### src/rtl/ep0_req_pkg.sv
// Package: shared types and request codes for the endpoint-0 responder.
// Assumes USB little-endian SETUP layout with the type byte first.
package ep0_req_pkg;

    localparam int SETUP_BYTES = 8;
    localparam int SETUP_W     = SETUP_BYTES * 8;

    typedef enum logic [1:0] {
        HS_ACK   = 2'b00,
        HS_NAK   = 2'b01,
        HS_STALL = 2'b10
    } hs_e;

    typedef enum logic [1:0] {
        ACT_HW,
        ACT_REPORT,
        ACT_FORWARD,
        ACT_STALL
    } act_e;

    localparam logic [7:0] RQ_GET_STATUS  = 8'd0;
    localparam logic [7:0] RQ_CLR_FEATURE = 8'd1;
    localparam logic [7:0] RQ_SET_FEATURE = 8'd3;
    localparam logic [7:0] RQ_SET_ADDR    = 8'd5;
    localparam logic [7:0] RQ_GET_DESC    = 8'd6;
    localparam logic [7:0] RQ_SET_DESC    = 8'd7;
    localparam logic [7:0] RQ_GET_CONFIG  = 8'd8;
    localparam logic [7:0] RQ_SET_CONFIG  = 8'd9;
    localparam logic [7:0] RQ_GET_IFACE   = 8'd10;
    localparam logic [7:0] RQ_SET_IFACE   = 8'd11;
    localparam logic [7:0] RQ_SYNCH_FRAME = 8'd12;

    localparam logic [15:0] MAX_FEATURE_SEL = 16'd1;

    // Packed so that the raw 64-bit SETUP word casts straight onto it.
    typedef struct packed {
        logic [15:0] length;
        logic [15:0] index;
        logic [15:0] value;
        logic [7:0]  code;
        logic [7:0]  rtype;
    } setup_s;

endpackage

### src/rtl/ep0_setup_decode.sv
// Module: classifies one SETUP packet into an action for the responder.
// Assumes: purely combinational; the caller samples it on the SETUP strobe.
module ep0_setup_decode
    import ep0_req_pkg::*;
(
    input  setup_s pkt_i,
    output act_e   act_o,
    output logic   hold_cand_o
);

    logic is_std;
    assign is_std = (pkt_i.rtype[6:5] == 2'b00);

    // Purpose: map type, code and value onto an action and a hold candidate.
    always_comb begin
        act_o       = ACT_STALL;
        hold_cand_o = 1'b0;
        if (!is_std) begin
            act_o = ACT_FORWARD;
        end else begin
            unique case (pkt_i.code)
                RQ_GET_STATUS, RQ_SET_ADDR, RQ_GET_CONFIG,
                RQ_GET_IFACE, RQ_SYNCH_FRAME:
                    act_o = ACT_HW;
                RQ_CLR_FEATURE, RQ_SET_FEATURE:
                    act_o = (pkt_i.value <= MAX_FEATURE_SEL) ? ACT_HW : ACT_STALL;
                RQ_GET_DESC, RQ_SET_DESC:
                    act_o = ACT_FORWARD;
                RQ_SET_CONFIG: begin
                    act_o       = ACT_REPORT;
                    hold_cand_o = 1'b1;
                end
                RQ_SET_IFACE: begin
                    if (pkt_i.value == 16'd0) begin
                        act_o       = ACT_REPORT;
                        hold_cand_o = 1'b1;
                    end else begin
                        act_o = ACT_STALL;
                    end
                end
                default:
                    act_o = ACT_STALL;
            endcase
        end
    end

endmodule

### src/rtl/ep0_ctrl_reg.sv
// Module: control register holding hold mode and response-enable.
// Assumes: both bits write-1-to-set; response-enable only sets while a
// request is held and clears when the held request completes or a SETUP arrives.
module ep0_ctrl_reg #(
    parameter int REG_W    = 8,
    parameter int MODE_BIT = 2,
    parameter int RESP_BIT = 7
) (
    input  logic             clk,
    input  logic             rst_n,
    input  logic             wr_en_i,
    input  logic [REG_W-1:0] wr_data_i,
    input  logic             held_i,
    input  logic             clr_resp_i,
    output logic             mode_o,
    output logic             resp_en_o,
    output logic [REG_W-1:0] rd_data_o
);

    logic mode_q;
    logic resp_q;
    logic set_mode;
    logic set_resp;

    assign set_mode = wr_en_i && wr_data_i[MODE_BIT];
    assign set_resp = wr_en_i && wr_data_i[RESP_BIT] && held_i && !clr_resp_i;

    // Purpose: sticky hold-mode bit, cleared only by reset.
    always_ff @(posedge clk) begin
        if (!rst_n)        mode_q <= 1'b0;
        else if (set_mode) mode_q <= 1'b1;
    end

    // Purpose: response-enable grant for the currently held request.
    always_ff @(posedge clk) begin
        if (!rst_n)          resp_q <= 1'b0;
        else if (clr_resp_i) resp_q <= 1'b0;
        else if (set_resp)   resp_q <= 1'b1;
    end

    // Purpose: assemble read data with unused bits at zero.
    always_comb begin
        rd_data_o           = '0;
        rd_data_o[MODE_BIT] = mode_q;
        rd_data_o[RESP_BIT] = resp_q;
    end

    assign mode_o    = mode_q;
    assign resp_en_o = resp_q;

    // hold mode never drops once set
    a_r5_mode_sticky: assert property (@(posedge clk) disable iff (!rst_n)
        mode_q |=> mode_q);

    // no grant appears while nothing is held
    a_r6_resp_ignored: assert property (@(posedge clk) disable iff (!rst_n)
        (!held_i && !resp_q) |=> !resp_q);

endmodule

### src/rtl/ep0_hs_engine.sv
// Module: per-SETUP state: stall, NAK hold, firmware flag and latched fields.
// Assumes: setup_valid and xfer_done are never high in the same cycle; if they
// are, the SETUP wins.
module ep0_hs_engine
    import ep0_req_pkg::*;
(
    input  logic   clk,
    input  logic   rst_n,
    input  logic   setup_valid_i,
    input  setup_s pkt_i,
    input  act_e   act_i,
    input  logic   hold_cand_i,
    input  logic   mode_i,
    input  logic   resp_en_i,
    input  logic   xfer_done_i,
    output hs_e    hs_o,
    output logic   held_o,
    output logic   pending_o,
    output setup_s req_o
);

    logic   stall_q;
    logic   held_q;
    logic   pend_q;
    setup_s req_q;

    // Purpose: capture outcome of each SETUP and retire it on completion.
    always_ff @(posedge clk) begin
        if (!rst_n) begin
            stall_q <= 1'b0;
            held_q  <= 1'b0;
            pend_q  <= 1'b0;
        end else if (setup_valid_i) begin
            stall_q <= (act_i == ACT_STALL);
            held_q  <= hold_cand_i && mode_i;
            pend_q  <= (act_i == ACT_REPORT) || (act_i == ACT_FORWARD);
        end else if (xfer_done_i) begin
            held_q  <= 1'b0;
            pend_q  <= 1'b0;
        end
    end

    // Purpose: latch request fields of every SETUP.
    always_ff @(posedge clk) begin
        if (!rst_n)             req_q <= '0;
        else if (setup_valid_i) req_q <= pkt_i;
    end

    // Purpose: select handshake from stall and hold state.
    always_comb begin
        if (stall_q)                   hs_o = HS_STALL;
        else if (held_q && !resp_en_i) hs_o = HS_NAK;
        else                           hs_o = HS_ACK;
    end

    assign held_o    = held_q;
    assign pending_o = pend_q;
    assign req_o     = req_q;

    // a stall survives everything but a new SETUP
    a_r10_stall_holds: assert property (@(posedge clk) disable iff (!rst_n)
        (hs_o == HS_STALL && !setup_valid_i) |=> (hs_o == HS_STALL));

    // a refused request never raises the firmware flag
    a_r7_stall_not_pending: assert property (@(posedge clk) disable iff (!rst_n)
        (hs_o == HS_STALL) |-> !pend_q);

    // completion retires the pending request
    a_r11_done_clears: assert property (@(posedge clk) disable iff (!rst_n)
        (xfer_done_i && !setup_valid_i) |=> !pend_q);

endmodule

### src/rtl/ep0_req_responder.sv
// Module: top of the endpoint-0 control request responder.
// Assumes: SETUP bytes arrive in one cycle with a strobe; the status-stage
// completion pulse and register writes come in other cycles.
module ep0_req_responder
    import ep0_req_pkg::*;
#(
    parameter int REG_W    = 8,
    parameter int MODE_BIT = 2,
    parameter int RESP_BIT = 7
) (
    input  logic               clk,
    input  logic               rst_n,
    input  logic               setup_valid,
    input  logic [SETUP_W-1:0] setup_data,
    input  logic               xfer_done,
    input  logic               reg_wr_en,
    input  logic [REG_W-1:0]   reg_wr_data,
    output logic [REG_W-1:0]   reg_rd_data,
    output logic [1:0]         hs_code,
    output logic               fw_pending,
    output logic [7:0]         req_type,
    output logic [7:0]         req_code,
    output logic [15:0]        req_value,
    output logic [15:0]        req_index,
    output logic [15:0]        req_length
);

    setup_s pkt;
    setup_s req;
    act_e   act;
    hs_e    hs;
    logic   hold_cand;
    logic   mode;
    logic   resp_en;
    logic   held;
    logic   clr_resp;

    assign pkt      = setup_s'(setup_data);
    assign clr_resp = setup_valid || xfer_done;

    ep0_setup_decode u_decode (
        .pkt_i       (pkt),
        .act_o       (act),
        .hold_cand_o (hold_cand)
    );

    ep0_ctrl_reg #(
        .REG_W    (REG_W),
        .MODE_BIT (MODE_BIT),
        .RESP_BIT (RESP_BIT)
    ) u_reg (
        .clk        (clk),
        .rst_n      (rst_n),
        .wr_en_i    (reg_wr_en),
        .wr_data_i  (reg_wr_data),
        .held_i     (held),
        .clr_resp_i (clr_resp),
        .mode_o     (mode),
        .resp_en_o  (resp_en),
        .rd_data_o  (reg_rd_data)
    );

    ep0_hs_engine u_engine (
        .clk           (clk),
        .rst_n         (rst_n),
        .setup_valid_i (setup_valid),
        .pkt_i         (pkt),
        .act_i         (act),
        .hold_cand_i   (hold_cand),
        .mode_i        (mode),
        .resp_en_i     (resp_en),
        .xfer_done_i   (xfer_done),
        .hs_o          (hs),
        .held_o        (held),
        .pending_o     (fw_pending),
        .req_o         (req)
    );

    assign hs_code    = hs;
    assign req_type   = req.rtype;
    assign req_code   = req.code;
    assign req_value  = req.value;
    assign req_index  = req.index;
    assign req_length = req.length;

    // a NAK holds until a grant, a completion or a new SETUP
    a_r4_nak_waits: assert property (@(posedge clk) disable iff (!rst_n)
        (hs_code == 2'b01 && !setup_valid && !xfer_done
         && !(reg_wr_en && reg_wr_data[RESP_BIT])) |=> (hs_code == 2'b01));

    // only the three defined handshake codes appear
    a_r1_code_legal: assert property (@(posedge clk) disable iff (!rst_n)
        hs_code != 2'b11);

    // a NAK always comes with a request waiting on firmware
    a_r4_nak_pending: assert property (@(posedge clk) disable iff (!rst_n)
        (hs_code == 2'b01) |-> fw_pending);

endmodule

### config.mk
export PLATFORM = sky130hd
export DESIGN_NAME = ep0_req_responder
export DESIGN_NICKNAME = d
export VERILOG_FILES = /design/src/rtl/ep0_req_pkg.sv /design/src/rtl/ep0_setup_decode.sv /design/src/rtl/ep0_ctrl_reg.sv /design/src/rtl/ep0_hs_engine.sv /design/src/rtl/ep0_req_responder.sv
export SDC_FILE = /design/constraint.sdc
export NUM_CORES = 1
export LEC_CHECK = 0
export ABC_AREA = 1
export CAP_MARGIN = 20
export CORE_MARGIN = 5
export CORE_UTILIZATION = 41
export CTS_CLUSTER_SIZE = 24
export DETAILED_ROUTE_END_ITERATION = 8
export GPL_TIMING_DRIVEN = 0
export PLACE_DENSITY = 0.93
export REMOVE_ABC_BUFFERS = 1
export SYNTH_ARGS = -nofsm -noshare
export SYNTH_HDL_FRONTEND = slang
export SYNTH_SLANG_ARGS = --single-unit
### constraint.sdc
create_clock -name clk -period 4 [get_ports clk]
set_input_delay 0.4 -clock clk [delete_from_list [all_inputs] [get_ports clk]]
set_output_delay 0.4 -clock clk [all_outputs]
set_load 0.02 [all_outputs]
==> flow_summary.yaml, run 1 <==
worst_setup_path:
  cp_slowest_cell: "clkdlybuf4s50_1"
  ff2ff_path_depth: 4
  crit_chain: "clkdlybuf4s50_1 -> inv_1 -> nand2_1 -> nor2_1 -> nand3_1 -> nand3_1 -> nand3_1 -> nand2_1 -> inv_1 -> ha_1 -> a32o_1"
  crit_type: "in -> reg"
  slowest_delay_ns: 0.40
  endpoint_kind: "flop"
  cp_max_fo: 5
  crit_top_cell: "nand3_1"
  cp.arrival_ns: 2.13
  r2r_start: "u_reg.mode_o$_SDFFE_PN0P_"
  worstPathRequired_ns: 4.21
  critPathLaunch: "setup_data[12]"
  startpoint_type: "primary input"
outcome:
  status: "finished clean"
job:
  drv_cap: 0
timing:
  setup_viol: 0
  fin_hold_ws_ns: 0.484
  rsz0062_at_grt: "false"
  finalHoldViolCount: 0
  finClkSkew_ns: 0.0000949
  post-route-period-util_pct: 47.8
  setup-tns-final_ns: 0
  layout_min_cycle_time_ns: 1.91
  max_clock_freq_mhz: 523
  slew_violations: 0
  setup_slack_ns: 2.09
  slew_headroom_pct: 33.6
  worst_pin_slew_ns: 0.996
layout:
  layout_commonest_cell: "clkdlybuf4s50_1"
  syn2layout_area_growth_pct: 58.8
  diodes: 0
  multiInputGateArea_sq_mm: 0.00107
  fillers: 523
  finish.utilization_pct: 66.9
  drive_gt1_share_pct: 3.69
  nets: 561
  regArea_sq_mm: 0.00138
  final_cell_mix: "clkdlybuf4s50_1, nor2_1, dfxtp_1"
clocking:
  clk_latency_ns: 0.33
  cts-root-buf: "clkbuf_8"
  cts_tree: "yes"
  ctsLongestPathBuffers: 2
  clkSinkCount: 69
  numCtsBuffers: 9
  cts_resized: 0
  htree_levels: 3
  cts_hold_buf: 0
  cts_setup_buffers: 0
  path_clk_slew_ns: 0.08
hold_path:
  holdPathStages: 2
  holdCritPathClass: "reg -> reg"
  min_from: "u_engine.held_o$_SDFFE_PN0N_"
global_routing:
  grt_pass1_wl_mm: 13.0
  antenna_found_initial: 0
  grt_max_degree: 68
  grt_pass1_vias: 2786
  track_usage_pct: 19.2
  grt-ovfl-total: 0
power_and_ir_drop:
  peakVddDrop_mv: 0.307
  leakagePower_nw: 1.75
  p_total_mw: 1.70
  power_density_mw_per_mm2: 402
floorplan:
  core-area_sq_mm: 0.00631
  die-height_microns: 90.5
  num_rows: 29
  ios: 152
  start_util_pct: 42.1
  design.die.area_sq_mm: 0.00820
  die_w_microns: 90.5
yosys:
  synth-seq-cells: 69
  ys_seq_area_share_pct: 51.9
  avgSynthCellArea_sq_um: 7.45
  yosys_warnings: 0
  netlist_instances: 357
  synthDistinctLibCells: 19
  syn_area_sq_mm: 0.00266
drt:
  drt_pass1_iterations: 4
  ant_nets: 0
  vias: 2746
  drt_wl_total_mm: 8.01
  drt-initial-drc-count: 138
  viasPerCell: 4.86
  drc_errors: 0
  wl_per_cell_microns: 14.2
place:
  place_ws_ns: 1.75
  io_buffers: 139
  place_congestion: 0.740
  dp_hpwl_mm: 5.82
where the power goes:
| part | leakage, nW | switching [mW] | internal (mW) | total [mW] |
|---|---|---|---|---|
| Sequential | 0.573 | 0.0221 | 0.734 | 0.756 |
| Combinational | 1.07 | 0.162 | 0.165 | 0.326 |
| Clock | 0.108 | 0.246 | 0.371 | 0.617 |
Yosys cell counts, drive strengths merged:
cell type	count	area share (%)
a32o	1	0.38
inv	16	2.3
nand3	11	2.1
nor2	127	18
conb	1	0.14
nand2	20	2.8
dfxtp	69	52
buf	18	4.7
nor3	1	0.38
and2	1	0.24
a21oi	11	2.1
clkbuf	12	1.7
o21ai	65	12
nand4	2	0.47
or2	1	0.24
ha	1	0.47
logic make-up (layout without fill, tap and decap cells):
group	count (synthesis)	count (layout)	synth area share, %
AND/OR/NAND/NOR	163	163	24.1
AO/OA/AOI/OAI	77	77	14.7
flip-flops	69	69	51.9
buffers and inverters	46	172	8.65
adder cells (fa/ha/maj)	1	1	0.470
other	1	6	0.141
registers in the layout, summed over array words and instances, names as in the netlist:
signal / cells
u_engine.held_o: 1
u_engine.pending_o: 1
u_engine.req_o: 64
u_engine.stall_q: 1
u_reg.mode_o: 1
u_reg.resp_en_o: 1
worst paths after layout:
| check | to | slack [ns] |
|---|---|---|
| max | u_engine.pending_o$_SDFFE_PN0N_ | 2.09 |
| min | u_engine.held_o$_SDFFE_PN0N_ | 0.48 |
| max reg2reg | u_engine.held_o$_SDFFE_PN0N_ | 3.22 |
| min reg2reg | u_engine.held_o$_SDFFE_PN0N_ | 0.48 |
per-stage QoR:
step           cell area, sq um  std cells
3_5_place_dp               4010        549
3_3_place_gp               4000        548
2_1_floorplan              2510        332
6_report                   4220        565
4_1_cts                    4220        565
5_1_grt                    4220        565
critical path: cells and delay by family:
family	cells	cell delay [ns]
buffers and inverters	3	0.51
adder cells (fa/ha/maj)	1	0.26
AO/OA/AOI/OAI	1	0.26
AND/OR/NAND/NOR	6	0.69
layer usage:
metal  up-vias  routed length, microns  global-route usage (%)
li1       1378                       -                       -
met1      1241                    3040                    20.2
met2        99                    4070                    33.4
met3        28                     578                    6.50
met4         0                     321                    10.5
met5         -                       0                       0
final cells by class:
cell class                 instances  area share [%]
inverter                          16            1.42
multi-input combinational        247            25.3
sequential                        69            32.7
clock buffer                      13            3.52
tap                               77            2.28
clock inverter                     3            1.63
timing repair buffer             140            33.2
(Power assumes the default switching activity.)
==> inputs of run 2 (changes only) <==
CORE_UTILIZATION = 38   (was 41)
PLACE_DENSITY = 0.88   (was 0.93)
clock period = 1.85 ns   (was 4 ns; I/O delays follow)
==> flow_summary.yaml, run 2 (same netlist as run 1, synthesis figures left out) <==
worst_setup_path:
  crit_type: "in -> reg"
  crit_chain: "clkdlybuf4s50_1 -> or2_1 -> nor2_1 -> nand3_1 -> nand2_1 -> nand3_1 -> nand2_1 -> inv_1 -> ha_1 -> a32o_1"
  cp.arrival_ns: 1.88
  cp_slowest_cell: "clkdlybuf4s50_1"
  slowest_delay_ns: 0.42
  worst-path-buf-inv: 2
  critPathTopFamily: "simple AND/OR/NAND/NOR gates"
  cp_max_fo: 2
  worstPathRequired_ns: 2.08
  endpoint_kind: "flop"
  startpoint_type: "primary input"
timing:
  rsz0062_at_grt: "false"
  slew_headroom_pct: 34.4
  max_clock_freq_mhz: 608
  setup_viol: 0
  post-route-period-util_pct: 88.9
  finalHoldViolCount: 0
  finClkSkew_ns: 0.0000352
  setup_slack_ns: 0.205
  slew_violations: 0
  layout_min_cycle_time_ns: 1.64
  worst_pin_slew_ns: 0.983
  setup-tns-final_ns: 0
clocking:
  htree_levels: 3
  clk_latency_ns: 0.33
  clkSinkCount: 69
  ctsLongestPathBuffers: 2
  numCtsBuffers: 9
  cts_setup_buffers: 0
  cts_hold_buf: 0
  cts_resized: 0
  cts_tree: "yes"
  cts-root-buf: "clkbuf_8"
  path_clk_slew_ns: 0.08
layout:
  final_cell_mix: "clkdlybuf4s50_1, nor2_1, dfxtp_1"
  layout_commonest_cell: "clkdlybuf4s50_1"
  multiInputGateArea_sq_mm: 0.00107
  nets: 562
  final_cells: 585
  regArea_sq_mm: 0.00138
  diodes: 0
  syn2layout_area_growth_pct: 60.8
  fillers: 601
  largest_reg_flops: 64
  drive_gt1_share_pct: 4.50
drt:
  met3_length_microns: 603
  vias: 2695
  drt-initial-drc-count: 79
  drt_pass1_iterations: 4
  ant_nets: 0
  viasPerCell: 4.61
  wl_per_cell_microns: 13.0
  drt_wl_total_mm: 7.61
  drc_errors: 0
  wl_met1_mm: 3.11
  top_layer: "met4"
  wl_met2_mm: 3.73
power_and_ir_drop:
  peakVddDrop_mv: 0.525
  leakagePower_nw: 1.77
  power_density_mw_per_mm2: 869
  p_total_mw: 3.72
global_routing:
  grt-ovfl-total: 0
  antenna_found_initial: 0
  grt_pass1_wl_mm: 11.8
  grt_max_degree: 59
  track_usage_pct: 16.9
  grt_pass1_vias: 2559
place:
  dp_hpwl_mm: 5.47
  dp_cells: 569
  place_congestion: 0.816
  place_ws_ns: -0.181
  io_buffers: 139
job:
  drv_cap: 0
outcome:
  status: "finished clean"
floorplan:
  die_w_microns: 93.7
  design.die.area_sq_mm: 0.00877
  core-area_sq_mm: 0.00679
  start_util_pct: 39.2
  ios: 152
  num_rows: 30
  die-height_microns: 93.7
hold_path:
  holdCritPathClass: "in -> reg"
run 2: changes by cell type in the layout (fill, tap and decap cells not counted), sizes merged:
| cell | before | now |
|---|---|---|
| clkbuf | 13 | 12 |
| buf | 3 | 4 |
| clkinv | 1 | 2 |
run 2: stage by stage:
| stage | util [%] | hold slack, ns | instance area, sq um |
|---|---|---|---|
| 2_1_floorplan | - | 0.274 | 2510 |
| 4_1_cts | 62.9 | 0.229 | 4280 |
| 6_report | 63.0 | 0.239 | 4280 |
| 3_3_place_gp | 59.2 | 0.450 | 4020 |
| 5_1_grt | 63.0 | 0.244 | 4280 |
| 3_5_place_dp | 59.6 | 0.456 | 4050 |
run 2: per-layer routing:
metal	track usage, %	vias to the layer above
met2	29.7	87
li1	-	1380
met4	7.34	0
met1	18.3	1215
met5	0	-
met3	6.09	13
run 2: final cells by class:
class                   count  share of cell area, %
multi-input cells         247                   25.0
flip-flops and latches     69                   32.3
inverters                  16                   1.40
repair buffers            141                   33.2
clock buffers              12                   3.63
clock inverters             4                   1.64
well taps                  96                   2.81
run 2: path summary, 6_finish.rpt:
check	startpoint	end	cells after the start	slack (ns)
min reg2reg	u_engine.req_o[6]$_SDFFE_PN0P_	u_engine.req_o[6]$_SDFFE_PN0P_	2	0.47
max reg2reg	u_reg.mode_o$_SDFFE_PN0P_	u_engine.held_o$_SDFFE_PN0N_	4	1.08
max	setup_data[18]	u_engine.pending_o$_SDFFE_PN0N_	10	0.21
min	rst_n	u_engine.req_o[57]$_SDFFE_PN0P_	3	0.24
run 2: tightest hold or removal path: stages:
cell and delay, ns:
buf_2 0.20, o21ai_0 0.11, nor2_1 0.04
run 2: power breakdown:
part           internal (mW)  switching [mW]
logic                  0.359           0.348
registers               1.59          0.0456
clock network          0.829           0.549
==> inputs of run 3 (changes only) <==
CORE_MARGIN = unset   (was 5)
TNS_END_PERCENT = 5   (was unset)
==> flow_summary.yaml, run 3 (same netlist as run 1, synthesis figures left out) <==
place:
  placed_area_sq_mm: 0.00405
  io_buffers: 139
  place_congestion: 0.734
  dp_cells: 569
  dp_hpwl_mm: 4.99
layout:
  layout_commonest_cell: "clkdlybuf4s50_1"
  diodes: 0
  fillers: 584
  multiInputGateArea_sq_mm: 0.00107
  final_cells: 585
  syn2layout_area_growth_pct: 62.1
  largest_reg_flops: 64
  regArea_sq_mm: 0.00138
  stdcell_area_sq_mm: 0.00431
  drive_gt1_share_pct: 4.50
  final_cell_mix: "clkdlybuf4s50_1, nor2_1, dfxtp_1"
  nets: 562
worst_setup_path:
  worstPathRequired_ns: 2.08
  cp.arrival_ns: 1.92
  startpoint_type: "primary input"
  crit_type: "in -> reg"
  endpoint_kind: "flop"
  cp_max_fo: 2
floorplan:
  die_w_microns: 85.7
  core-area_sq_mm: 0.00679
  die-height_microns: 85.7
  ios: 152
  num_rows: 30
  start_util_pct: 39.2
  design.die.area_sq_mm: 0.00734
timing:
  finalHoldViolCount: 0
  slew_headroom_pct: 33.1
  finClkSkew_ns: 0.000182
  max_clock_freq_mhz: 592
  post-route-period-util_pct: 91.3
  rsz0062_at_grt: "false"
  worst_pin_slew_ns: 1.00
  setup_viol: 0
  layout_min_cycle_time_ns: 1.69
  slew_violations: 0
clocking:
  ctsLongestPathBuffers: 2
  path_clk_slew_ns: 0.08
  cts_tree: "yes"
  numCtsBuffers: 9
  cts_hold_buf: 0
  clkSinkCount: 69
  cts_setup_buffers: 0
  htree_levels: 3
  cts-root-buf: "clkbuf_8"
  clk_latency_ns: 0.33
global_routing:
  grt_pass1_vias: 2717
  grt-ovfl-total: 0
  grt_pass1_wl_mm: 12.2
  grt_max_degree: 60
  antenna_found_initial: 0
  track_usage_pct: 20.9
job:
  drv_cap: 0
drt:
  drt-initial-drc-count: 134
  drc_errors: 0
  drt_pass1_iterations: 5
  vias: 2753
  wl_per_cell_microns: 12.4
  drt_wl_total_mm: 7.27
  viasPerCell: 4.71
  ant_nets: 0
power_and_ir_drop:
  comb_power_share_pct: 18.1
  power_density_mw_per_mm2: 905
  p_total_mw: 3.90
  p_clk_share_pct: 40.0
  peakVddDrop_mv: 0.489
  pwr-share-seq_pct: 41.9
  leakagePower_nw: 1.78
  p_sw_mw: 0.946
  swShare_pct: 24.3
  intPower_mw: 2.95
outcome:
  status: "finished clean"
hold_path:
  holdCritPathClass: "in -> reg"
==> run 3: cell count changes in the layout (fill, tap and decap cells not counted) <==
cell,delta
bufinv_16,+1
clkbuf_8,+1
clkinv_2,-2
==> run 3: power groups by stage <==
stage | registers, mW | clock network (mW) | logic (mW)
floorplan | 1.79 | 0 | 0.150
detailed placement | 1.67 | 0 | 0.706
global placement | 1.66 | 0 | 0.691
finish | 1.63 | 1.56 | 0.706
global route | 1.65 | 1.67 | 0.765
CTS | 1.63 | 1.60 | 0.710
==> run 3: path summary, 6_finish.rpt <==
kind / from / endpoint / slack (ns) / cells after the start
hold / removal: rst_n / u_engine.stall_q$_SDFFE_PN0P_ / 0.19 / 3
setup / recovery: setup_data[18] / u_engine.pending_o$_SDFFE_PN0N_ / 0.16 / 10
hold reg to reg: u_engine.req_o[6]$_SDFFE_PN0P_ / u_engine.req_o[6]$_SDFFE_PN0P_ / 0.47 / 2
setup reg to reg: u_reg.mode_o$_SDFFE_PN0P_ / u_engine.held_o$_SDFFE_PN0N_ / 1.07 / 4
==> run 3: final cells by class <==
type,instances,share of cell area [%]
multi-input cells,247,24.8
well taps,96,2.79
clock buffers,13,3.92
repair buffers,141,33.0
inverters,16,1.39
flip-flops and latches,69,32.0
clock inverters,3,2.09
==> run 3: metrics by stage <==
| stage | setup WS [ns] | util [%] | setup TNS [ns] | hold slack (ns) |
|---|---|---|---|---|
| floorplan | 0.388 | - | 0 | 0.274 |
| global placement | -2.08 | 59.2 | -122.69 | 0.451 |
| detailed placement | -0.208 | 59.6 | -0.362 | 0.458 |
| CTS | 0.156 | 63.4 | 0 | 0.177 |
| global route | 0.0493 | 63.5 | 0 | 0.187 |
| finish | 0.160 | 63.5 | 0 | 0.193 |
==> run 3: per-layer routing <==
layer	vias to the layer above	GRT usage, %	share of wire (%)
met5	-	0	0
met4	0	9.09	1.8
met3	18	5.77	6.8
met2	105	35.7	49
met1	1250	24.7	42
li1	1380	-	-
==> run 3: repair_timing <==
action | CTS | global route
resized for setup | 0 | 1
hold endpoints to repair | 0 | 0
setup endpoints to repair | 0 | 1
==> run 3: critical path, stage by stage <==
cell and delay [ns]:
clkdlybuf4s50_1 0.42, or2_1 0.24, nor2_1 0.19, nand3_1 0.10, nand2_1 0.09, nand3_1 0.08
nand2_1 0.07, inv_1 0.04, ha_1 0.26, a32o_1 0.25
